--- config.mk ---
export PLATFORM = sky130hd
export DESIGN_NAME = byte_datapath
export DESIGN_NICKNAME = d
export VERILOG_FILES = /design/src/rtl/dp_pkg.sv /design/src/rtl/dp_instr_reg.sv /design/src/rtl/dp_regfile.sv /design/src/rtl/dp_alu.sv /design/src/rtl/byte_datapath.sv
export SDC_FILE = /design/constraint.sdc
export NUM_CORES = 1
export LEC_CHECK = 0
export ABC_CLOCK_PERIOD_IN_PS = 3600
export BUFFER_PORTS_ARGS = -buffer_cell sky130_fd_sc_hd__buf_2
export CAP_MARGIN = 30
export CORE_MARGIN = 8
export CORE_UTILIZATION = 60
export DETAILED_ROUTE_END_ITERATION = 8
export HOLD_SLACK_MARGIN = 0.1
export PLACE_DENSITY_LB_ADDON = 0.05
export REMOVE_ABC_BUFFERS = 1
export SYNTH_ARGS = -nofsm -noshare
export SYNTH_HDL_FRONTEND = slang
export SYNTH_SLANG_ARGS = --single-unit
--- constraint.sdc ---
create_clock -name clk -period 3.6 [get_ports clk]
set_input_delay 0.18 -clock clk [delete_from_list [all_inputs] [get_ports clk]]
set_output_delay 0.18 -clock clk [all_outputs]
set_load 0.02 [all_outputs]
--- src/rtl/dp_pkg.sv ---
package dp_pkg;

  typedef enum logic [2:0] {
    ALU_AND = 3'b000,
    ALU_OR  = 3'b001,
    ALU_ADD = 3'b010,
    ALU_SUB = 3'b110,
    ALU_SLT = 3'b111
  } alu_op_e;

  localparam int OPCODE_W = 6;
  localparam int FUNC_W   = 6;
  localparam int RS_LSB   = 21;
  localparam int RT_LSB   = 16;
  localparam int RD_LSB   = 11;

endpackage

--- src/rtl/dp_instr_reg.sv ---
module dp_instr_reg #(
  parameter int BYTE_W = 8,
  parameter int NBYTES = 4
) (
  input  logic                       clk,
  input  logic                       rst,
  input  logic [NBYTES-1:0]          byte_we,
  input  logic [BYTE_W-1:0]          byte_in,
  output logic [NBYTES*BYTE_W-1:0]   word_q
);

  for (genvar k = 0; k < NBYTES; k++) begin : g_lane
    always_ff @(posedge clk) begin
      if (rst)
        word_q[k*BYTE_W +: BYTE_W] <= '0;
      else if (byte_we[k])
        word_q[k*BYTE_W +: BYTE_W] <= byte_in;
    end
  end

  AST_IR_HOLD: assert property (@(posedge clk) disable iff (rst)
    (byte_we == '0) |=> $stable(word_q));

endmodule

--- src/rtl/dp_regfile.sv ---
module dp_regfile #(
  parameter int DATA_W = 8,
  parameter int DEPTH  = 8,
  localparam int AW    = $clog2(DEPTH)
) (
  input  logic              clk,
  input  logic              rst,
  input  logic              we,
  input  logic [AW-1:0]     wa,
  input  logic [DATA_W-1:0] wd,
  input  logic [AW-1:0]     ra0,
  input  logic [AW-1:0]     ra1,
  output logic [DATA_W-1:0] rd0,
  output logic [DATA_W-1:0] rd1
);

  logic [DATA_W-1:0] mem [DEPTH];

  always_ff @(posedge clk) begin
    if (rst) begin
      for (int i = 0; i < DEPTH; i++) mem[i] <= '0;
    end else if (we && (wa != '0)) begin
      mem[wa] <= wd;
    end
  end

  always_comb begin
    rd0 = (ra0 == '0) ? '0 : mem[ra0];
    rd1 = (ra1 == '0) ? '0 : mem[ra1];
  end

  AST_RF_WRITE: assert property (@(posedge clk) disable iff (rst)
    (we && (wa != '0)) |=> (mem[$past(wa)] == $past(wd)));

endmodule

--- src/rtl/dp_alu.sv ---
module dp_alu
  import dp_pkg::*;
#(
  parameter int DATA_W     = 8,
  parameter bit SLT_SIGNED = 1'b1
) (
  input  logic [2:0]        ctl,
  input  logic [DATA_W-1:0] x,
  input  logic [DATA_W-1:0] y,
  output logic [DATA_W-1:0] res
);

  logic less;

  if (SLT_SIGNED) begin : g_signed
    assign less = ($signed(x) < $signed(y));
  end else begin : g_unsigned
    assign less = (x < y);
  end

  always_comb begin
    unique case (alu_op_e'(ctl))
      ALU_AND: res = x & y;
      ALU_OR:  res = x | y;
      ALU_ADD: res = x + y;
      ALU_SUB: res = x - y;
      ALU_SLT: res = DATA_W'(less);
      default: res = '0;
    endcase
  end

endmodule

--- src/rtl/byte_datapath.sv ---
module byte_datapath
  import dp_pkg::*;
#(
  parameter int DATA_W      = 8,
  parameter int INSTR_BYTES = 4,
  parameter int REG_COUNT   = 8
) (
  input  logic               clk,
  input  logic               rst,
  input  logic [DATA_W-1:0]  mem_rdata,
  input  logic               src_x_sel,
  input  logic [1:0]         src_y_sel,
  input  logic [1:0]         pc_next_sel,
  input  logic               pc_load,
  input  logic               addr_sel,
  input  logic [INSTR_BYTES-1:0] ir_load,
  input  logic               rf_we,
  input  logic               dst_sel,
  input  logic               wb_sel,
  input  logic [2:0]         alu_ctl,
  output logic [DATA_W-1:0]  mem_addr,
  output logic [DATA_W-1:0]  mem_wdata,
  output logic [OPCODE_W-1:0] opcode,
  output logic [FUNC_W-1:0]  func,
  output logic               alu_zero
);

  localparam int INSTR_W = DATA_W * INSTR_BYTES;
  localparam int RA_W    = $clog2(REG_COUNT);
  localparam int JFLD_W  = 6;

  logic [INSTR_W-1:0] ir_q;
  logic [DATA_W-1:0]  pc_q, a_q, b_q, mdr_q, aluout_q;
  logic [DATA_W-1:0]  rf_rd0, rf_rd1, rf_wd;
  logic [RA_W-1:0]    rs_a, rt_a, rd_a, wr_a;
  logic [DATA_W-1:0]  imm, imm_x4, jump_tgt;
  logic [DATA_W-1:0]  op_x, op_y, alu_y, pc_nxt;

  dp_instr_reg #(.BYTE_W(DATA_W), .NBYTES(INSTR_BYTES)) u_ir (
    .clk     (clk),
    .rst     (rst),
    .byte_we (ir_load),
    .byte_in (mem_rdata),
    .word_q  (ir_q)
  );

  assign rs_a     = ir_q[RS_LSB +: RA_W];
  assign rt_a     = ir_q[RT_LSB +: RA_W];
  assign rd_a     = ir_q[RD_LSB +: RA_W];
  assign wr_a     = dst_sel ? rd_a : rt_a;
  assign rf_wd    = wb_sel ? mdr_q : aluout_q;
  assign imm      = ir_q[DATA_W-1:0];
  assign imm_x4   = {imm[DATA_W-3:0], 2'b00};
  assign jump_tgt = DATA_W'({ir_q[JFLD_W-1:0], 2'b00});

  dp_regfile #(.DATA_W(DATA_W), .DEPTH(REG_COUNT)) u_rf (
    .clk (clk),
    .rst (rst),
    .we  (rf_we),
    .wa  (wr_a),
    .wd  (rf_wd),
    .ra0 (rs_a),
    .ra1 (rt_a),
    .rd0 (rf_rd0),
    .rd1 (rf_rd1)
  );

  always_ff @(posedge clk) begin
    if (rst) begin
      a_q      <= '0;
      b_q      <= '0;
      mdr_q    <= '0;
      aluout_q <= '0;
    end else begin
      a_q      <= rf_rd0;
      b_q      <= rf_rd1;
      mdr_q    <= mem_rdata;
      aluout_q <= alu_y;
    end
  end

  always_comb begin
    op_x = src_x_sel ? a_q : pc_q;
    unique case (src_y_sel)
      2'b00:   op_y = b_q;
      2'b01:   op_y = DATA_W'(1);
      2'b10:   op_y = imm;
      default: op_y = imm_x4;
    endcase
  end

  dp_alu #(.DATA_W(DATA_W), .SLT_SIGNED(1'b1)) u_alu (
    .ctl (alu_ctl),
    .x   (op_x),
    .y   (op_y),
    .res (alu_y)
  );

  always_comb begin
    unique case (pc_next_sel)
      2'b00:   pc_nxt = alu_y;
      2'b01:   pc_nxt = aluout_q;
      default: pc_nxt = jump_tgt;
    endcase
  end

  always_ff @(posedge clk) begin
    if (rst)          pc_q <= '0;
    else if (pc_load) pc_q <= pc_nxt;
  end

  assign mem_addr  = addr_sel ? aluout_q : pc_q;
  assign mem_wdata = b_q;
  assign opcode    = ir_q[INSTR_W-1 -: OPCODE_W];
  assign func      = ir_q[FUNC_W-1:0];
  assign alu_zero  = (alu_y == '0);

  AST_PC_HOLD: assert property (@(posedge clk) disable iff (rst)
    !pc_load |=> $stable(pc_q));

  AST_MDR_CAPTURE: assert property (@(posedge clk) disable iff (rst)
    1'b1 |=> (mdr_q == $past(mem_rdata)));

  AST_ALUOUT_CAPTURE: assert property (@(posedge clk) disable iff (rst)
    1'b1 |=> (aluout_q == $past(alu_y)));

  AST_WDATA_IS_B: assert property (@(posedge clk) disable iff (rst)
    1'b1 |=> (mem_wdata == $past(rf_rd1)));

endmodule

Yosys cells after proc, flatten, opt, wreduce, memory -nomap -nowiden --
Memory sizes are Yosys's and may differ from the RTL's. A register that Yosys moved wholly into a read port is not among the register bits. Cells that the tools add are included.
Operators by class: add/sub/neg operators 2, magnitude comparators 1, equal/unequal tests 7, multiplexer cells 15, bitwise logic cells 2, reduce and logical (&&, ||, !) cells 11
Operator list (count):
- $pmux W8 S5 | 1
- $mux W8 | 4
- $pmux W8 S3 | 1
- $pmux W8 S2 | 1
- $logic_not A3 Y1 | 3
- $add A8 B8 Y8 | 1
- $and A8 B8 Y8 | 1
- $logic_not A8 Y1 | 1
- $lt A8 B8 Y1 | 1
- $or A8 B8 Y8 | 1
- $reduce_or A8 Y1 | 1
- $sub A8 B8 Y8 | 1
- $eq A3 B3 Y1 const B | 2
- $mux W1 | 6
- $mux W3 | 2
- $eq A2 B1 Y1 const B | 2
- $logic_not A2 Y1 | 2
- $reduce_or A2 Y1 | 2
- $eq A3 B1 Y1 const B | 1
- $eq A3 B2 Y1 const B | 1
- $reduce_bool A3 Y1 | 1
- $eq A2 B2 Y1 const B | 1
- $logic_and A1 B1 Y1 | 1
Storage, ports and cells: register bits 54, bits in writable memories 64, input port bits 27, memories kept 1
Memories:
- u_rf.mem | words 8, bits a word 8, read ports 2, clocked after Yosys merged registers in 2, wr ports 8, RTL line dp_regfile.sv:17 | logic [DATA_W-1:0] mem [DEPTH];

Logic depth before layout (Yosys ltp) --
word-level depth 8, depth in mapped cells 12, gate-level depth less buffers 11

Modules after synthesis --
A second synthesis with hierarchy kept.
Unflattened totals: cell total of the unflattened synthesis 674, area total of the unflattened synthesis 7372.1 um^2
Modules (own cells, without submodules):
- dp_regfile | instances 1, cells each 244, area each 3288.2 um^2, sequential area each 1681.6 um^2
- byte_datapath | instances 1, cells each 174, area each 1843.0 um^2, sequential area each 800.8 um^2
- dp_instr_reg | instances 1, cells each 103, area each 1141.1 um^2, sequential area each 640.6 um^2
- dp_alu | instances 1, cells each 153, area each 1099.8 um^2, sequential area each 0.0 um^2

Worst setup path after synthesis --
No wires, ideal clock.
path type input -> output, start point input port src_x_sel, end point output port alu_zero, data arrival time 2.938 ns, required time 3.420 ns, slack 0.482 ns, stages 11, cells stage by stage clkbuf_1 -> mux2i_1 -> inv_1 -> ha_1 -> fa_1 -> a21o_1 -> a21o_2 -> a311o_2 -> nor2_2 -> nand4_1 -> nor4_2
Between the ends: cells in the longest elaborated chain, start to end 4, elaborated cells on any way between the ends 8, those cells by class add/sub (2); order compare (1); mux (2); bitwise (2); reduce/logical (1)
Ends and longest elaborated chain:
- from (decl) | RTL line byte_datapath.sv:11 | input logic src_x_sel,
- $mux W8 (*) | RTL line byte_datapath.sv:83 | op_x = src_x_sel ? a_q : pc_q;
- $sub A8 B8 Y8 (tied with other cells) | RTL line dp_alu.sv:26 | ALU_SUB: res = x - y;
- $pmux W8 S5 (*) | RTL line dp_alu.sv:22 | unique case (alu_op_e'(ctl))
- $logic_not A8 Y1 (*) | RTL line byte_datapath.sv:116 | assign alu_zero = (alu_y == '0);
- to (decl) | RTL line byte_datapath.sv:25 | output logic alu_zero
Every way passes the cells marked *; elsewhere a longest branch is shown, timed or not.

Final worst setup path --
start point register pc_q[0], end point output port alu_zero
Between the ends: cells in the longest elaborated chain, start to end 4, elaborated cells on any way between the ends 8, those cells by class add/sub (2); order compare (1); mux (2); bitwise (2); reduce/logical (1)
Ends and longest elaborated chain:
- from (decl) | RTL line byte_datapath.sv:33 | logic [DATA_W-1:0] pc_q, a_q, b_q, mdr_q, aluout_q;
- from (signal assigned) | RTL line byte_datapath.sv:109 | else if (pc_load) pc_q <= pc_nxt;
- $mux W8 (*) | RTL line byte_datapath.sv:83
- $sub A8 B8 Y8 (tied with other cells) | RTL line dp_alu.sv:26
- $pmux W8 S5 (*) | RTL line dp_alu.sv:22
- $logic_not A8 Y1 (*) | RTL line byte_datapath.sv:116
Marked as above.

==> impl_metrics.prom <==
# TYPE chip_impl_metric gauge
chip_impl_metric{name="min_period_over_period",unit="%"} 95.67
chip_impl_metric{name="synth-warning-count",unit=""} 0
chip_impl_metric{name="cts_num_sinks",unit=""} 127
chip_impl_metric{name="avgViaCountPerCell",unit=""} 6.076
chip_impl_metric{name="wire_per_inst",unit="um"} 21.38
chip_impl_metric{name="route.vias.total",unit=""} 5055
chip_impl_metric{name="dieArea",unit="um2"} 15270
chip_impl_metric{name="p_seq_share",unit="%"} 41.9
chip_impl_metric{name="first_global_vias",unit=""} 5053
chip_impl_metric{name="netlist.area_leader.share",unit="%"} 27.69
chip_impl_metric{name="syn_avg_cell_area",unit="um2"} 11.07
chip_impl_metric{name="reg2regPathDepth",unit=""} 10
chip_impl_metric{name="floorplan.initialDensity",unit="%"} 61.05
chip_impl_metric{name="htreeDepth",unit=""} 4
chip_impl_metric{name="worstPathArrival",unit="ns"} 3.26
chip_impl_metric{name="regArea",unit="um2"} 3183
chip_impl_info{name="top_usage_layer",value="met2"} 1
chip_impl_metric{name="power",unit="mW"} 3.969
chip_impl_metric{name="internal_power",unit="mW"} 2.963
chip_impl_info{name="run_status",value="complete, no violations"} 1
chip_impl_metric{name="dieWidth",unit="um"} 123.6
chip_impl_metric{name="final.setup.tns",unit="ns"} 0
chip_impl_metric{name="slew_headroom",unit="%"} 35.78
chip_impl_metric{name="cell_area_after_synthesis",unit="um2"} 6942
chip_impl_metric{name="maxCapViolCount",unit=""} 0
chip_impl_metric{name="layout-drive-gt1-share",unit="%"} 24.09
chip_impl_metric{name="clkPwrFrac",unit="%"} 43.6
chip_impl_metric{name="yosysUniqueCellTypes",unit=""} 63
chip_impl_metric{name="groute.layer.met2.usage",unit="%"} 42.55
chip_impl_metric{name="maxSlewViolCount",unit=""} 0
chip_impl_metric{name="row_cnt",unit=""} 39
chip_impl_info{name="worst_setup_path_start_kind",value="flip-flop"} 1
chip_impl_metric{name="gr-total-overflow",unit=""} 0
chip_impl_metric{name="stdcell_area",unit="um2"} 7931
chip_impl_metric{name="detailedPlacementHpwl",unit="mm"} 13.39
chip_impl_metric{name="global_route.usage.met3",unit="%"} 5.297
chip_impl_metric{name="antenna-diode-count",unit=""} 0
chip_impl_metric{name="hold-worst-slack",unit="ns"} 0.1424
chip_impl_metric{name="synthArstFlopShare",unit="%"} 0
chip_impl_metric{name="power_leakage",unit="nW"} 3.189
chip_impl_metric{name="ir_drop",unit="V"} 0.0004171
chip_impl_metric{name="timing_hold_violations_final",unit=""} 0
chip_impl_info{name="cell_types_with_the_largest_area_share_after_synthesis",value="sky130_fd_sc_hd__edfxtp_1 28%, sky130_fd_sc_hd__dfxtp_1 18%, sky130_fd_sc_hd__mux4_2 10%"} 1
chip_impl_metric{name="cts_max_path_buffers",unit=""} 2
chip_impl_info{name="cts_tree",value="done"} 1
chip_impl_metric{name="io_buffer_count",unit=""} 55
chip_impl_info{name="worst_hold_startpoint",value="pc_load"} 1
chip_impl_metric{name="areaGrowthSynthToFinish",unit="%"} 14.26
chip_impl_info{name="synth.largest_area_cell",value="sky130_fd_sc_hd__edfxtp_1"} 1
chip_impl_metric{name="critPathMaxFanout",unit=""} 3
chip_impl_metric{name="power_density",unit="nW/um2"} 500.4
chip_impl_metric{name="switching_power",unit="mW"} 1.006
chip_impl_metric{name="initialDrtViolationCount",unit=""} 402
chip_impl_metric{name="combinationalPowerShare",unit="%"} 14.5
chip_impl_metric{name="ant_nets",unit=""} 0
chip_impl_metric{name="setup_viol",unit=""} 0
chip_impl_metric{name="grt_usage",unit="%"} 24.56
chip_impl_info{name="critPathLaunch",value="pc_q[0]"} 1
chip_impl_metric{name="netSwitchingFraction",unit="%"} 25.34
chip_impl_metric{name="numCtsBuffers",unit=""} 17
chip_impl_info{name="synth-main-ff-cell",value="sky130_fd_sc_hd__edfxtp_1"} 1
chip_impl_metric{name="worst-slew-pin-transition",unit="ns"} 0.9365
chip_impl_metric{name="die_y",unit="um"} 123.6
chip_impl_metric{name="synth-seq-area-share",unit="%"} 45.85
chip_impl_metric{name="grt_pass1_wl",unit="mm"} 27.64
chip_impl_metric{name="drt_pre_antenna_iters",unit=""} 7
chip_impl_metric{name="route.final.wire_length",unit="mm"} 17.79
chip_impl_metric{name="globalRouteMet1Util",unit="%"} 28.94
chip_impl_metric{name="clk-insertion-delay-late",unit="ns"} 0.42
chip_impl_metric{name="place_congestion",unit=""} 0.8751
chip_impl_metric{name="worst_clock_skew",unit="ns"} 0.006902
chip_impl_metric{name="final_net_count",unit=""} 729
chip_impl_metric{name="largest_net_degree_at_the_start_of_global_routing",unit=""} 53
chip_impl_info{name="buffer_cell_driving_the_clock_tree_root",value="sky130_fd_sc_hd__clkbuf_16"} 1
chip_impl_metric{name="coreArea",unit="um2"} 11370
chip_impl_metric{name="synth-edff-count",unit=""} 64
chip_impl_metric{name="drc_errors",unit=""} 0
chip_impl_metric{name="register_clock_pin_slew_on_the_reported_worst_setup_and_hold_paths",unit="ns"} 0.05
chip_impl_metric{name="antenna_found_initial",unit=""} 0
chip_impl_metric{name="io_pins",unit=""} 56
chip_impl_metric{name="total_of_flip_flops_plus_latches_after_synthesis",unit=""} 127
chip_impl_info{name="timing.critical_path.to_type",value="output port"} 1
chip_impl_metric{name="achievable-frequency",unit="MHz"} 290.3
chip_impl_metric{name="fillerInstances",unit=""} 868
chip_impl_metric{name="minimum_clock_period",unit="ns"} 3.444
chip_impl_metric{name="worst_hold_path.num_cells",unit=""} 2
chip_impl_info{name="worst_hold_path_type",value="input port to flip-flop"} 1
chip_impl_metric{name="placed_area",unit="um2"} 7173
chip_impl_info{name="rsz_0062_raised_after_global_routing",value="no"} 1
chip_impl_info{name="worst_r2r_startpoint",value="u_ir.word_q[0]"} 1
chip_impl_metric{name="netlist_instances",unit=""} 627
chip_impl_metric{name="required",unit="ns"} 3.42
chip_impl_metric{name="area_taken_by_multi_input_logic_gates",unit="um2"} 3433
chip_impl_info{name="criticalPathCategory",value="flip-flop to output port"} 1
cell families (layout without fill, tap and decap cells):
kind of cell	Yosys count	count (layout)	share of synthesized area, %
simple gates	211	211	13.12
flops	127	127	45.85
mux	106	106	21.41
compound gates	77	77	8.706
buf+inv	77	132	5.696
fa+ha+maj	26	26	4.903
xor+xnor	2	2	0.2524
other cells	1	8	0.05402
worst paths after layout:
| path | endpoint | slack [ns] |
|---|---|---|
| max | alu_zero | 0.16 |
| min | pc_q[2] | 0.14 |
| max reg2reg | pc_q[2] | 0.63 |
| min reg2reg | pc_q[1] | 0.49 |
metrics by stage:
stage	utilization, %	std cells	setup slack, ns
2_1_floorplan	-	586	0.7179
3_3_place_gp	63.09	789	0.4266
3_5_place_dp	63.09	789	0.3789
4_1_cts	69.31	831	0.07498
5_1_grt	69.76	832	0.004085
6_report	69.76	832	0.1558
registers in the layout, indices dropped and copies added, names as in the netlist:
name,flops
u_rf.mem,64
aluout_q,8
mdr_q,8
u_ir.word_q,23
mem_wdata,8
a_q,8
pc_q,8
power groups by stage:
stage / combinational (mW) / clock [mW] / sequential [mW]
2_1_floorplan: 0.342 / 0 / 1.69
3_3_place_gp: 0.542 / 0 / 1.69
3_5_place_dp: 0.551 / 0 / 1.69
4_1_cts: 0.561 / 1.75 / 1.66
5_1_grt: 0.625 / 1.81 / 1.67
6_report: 0.576 / 1.73 / 1.66
layout make-up:
cell class	count	area share, %
clock inverters	8	1.262
multi-input cells	430	43.29
repair buffers	71	5.301
clock buffers	24	6.389
flip-flops and latches	127	40.13
well taps	143	2.256
inverters	29	1.372
cells in the mapped netlist (all sizes together) (3+ instances only):
library cell,n
nor3,5
a22o,9
a21oi,9
mux2i,54
edfxtp,64
o211ai,3
nand2,35
mux2,20
nand4,3
o21ai,15
nor2,128
a221oi,3
nor2b,10
dfxtp,63
inv,28
nand2b,7
a311oi,3
buf,28
mux4,32
a211oi,9
and3,4
or2,4
nand3,7
ha,24
clkbuf,19
what timing repair did:
item | 4_1_cts | 5_1_grt
endpoints found under the setup margin | 0 | 1
gates resized for setup | 0 | 13
hold endpoints to repair | 29 | 0
setup buffers | 0 | 0
hold buffers | 10 | 0
critical path, stage by stage, from the launching register on:
cell and delay (ns):
sky130_fd_sc_hd__dfxtp_1 0.34, sky130_fd_sc_hd__mux2i_2 0.22, sky130_fd_sc_hd__inv_1 0.09, sky130_fd_sc_hd__ha_2 0.21, sky130_fd_sc_hd__fa_1 0.46, sky130_fd_sc_hd__a21o_1 0.24
sky130_fd_sc_hd__a21o_2 0.23, sky130_fd_sc_hd__a311o_2 0.36, sky130_fd_sc_hd__nor2_2 0.19, sky130_fd_sc_hd__nand4_1 0.14, sky130_fd_sc_hd__nor4_2 0.18, sky130_fd_sc_hd__buf_4 0.19
layout by cell type (no fill, tap or decap), drive strengths merged, types with 3 or more instances in the layout:
master       netlist  routed
a211oi             9       9
a21oi              9       9
a221oi             3       3
a22o               9       9
a311oi             3       3
and3               4       4
buf               28      61
clkbuf            19      24
clkinv             1       3
conb               1       8
dfxtp             63      63
dlygate4sd3        0      10
edfxtp            64      64
ha                24      24
inv               28      31
mux2              20      20
mux2i             54      54
mux4              32      32
nand2             35      35
nand2b             7       7
nand3              7       7
nand4              3       3
nor2             128     128
nor2b             10      10
nor3               5       5
o211ai             3       3
o21ai             15      15
or2                4       4
per-layer routing:
metal,part of all wire (%),vias to the layer above
li1,-,2339
met1,41,2503
met2,51,174
met3,5.4,39
met4,2.8,0
met5,0,-
Power figures use the tool's default switching activity.
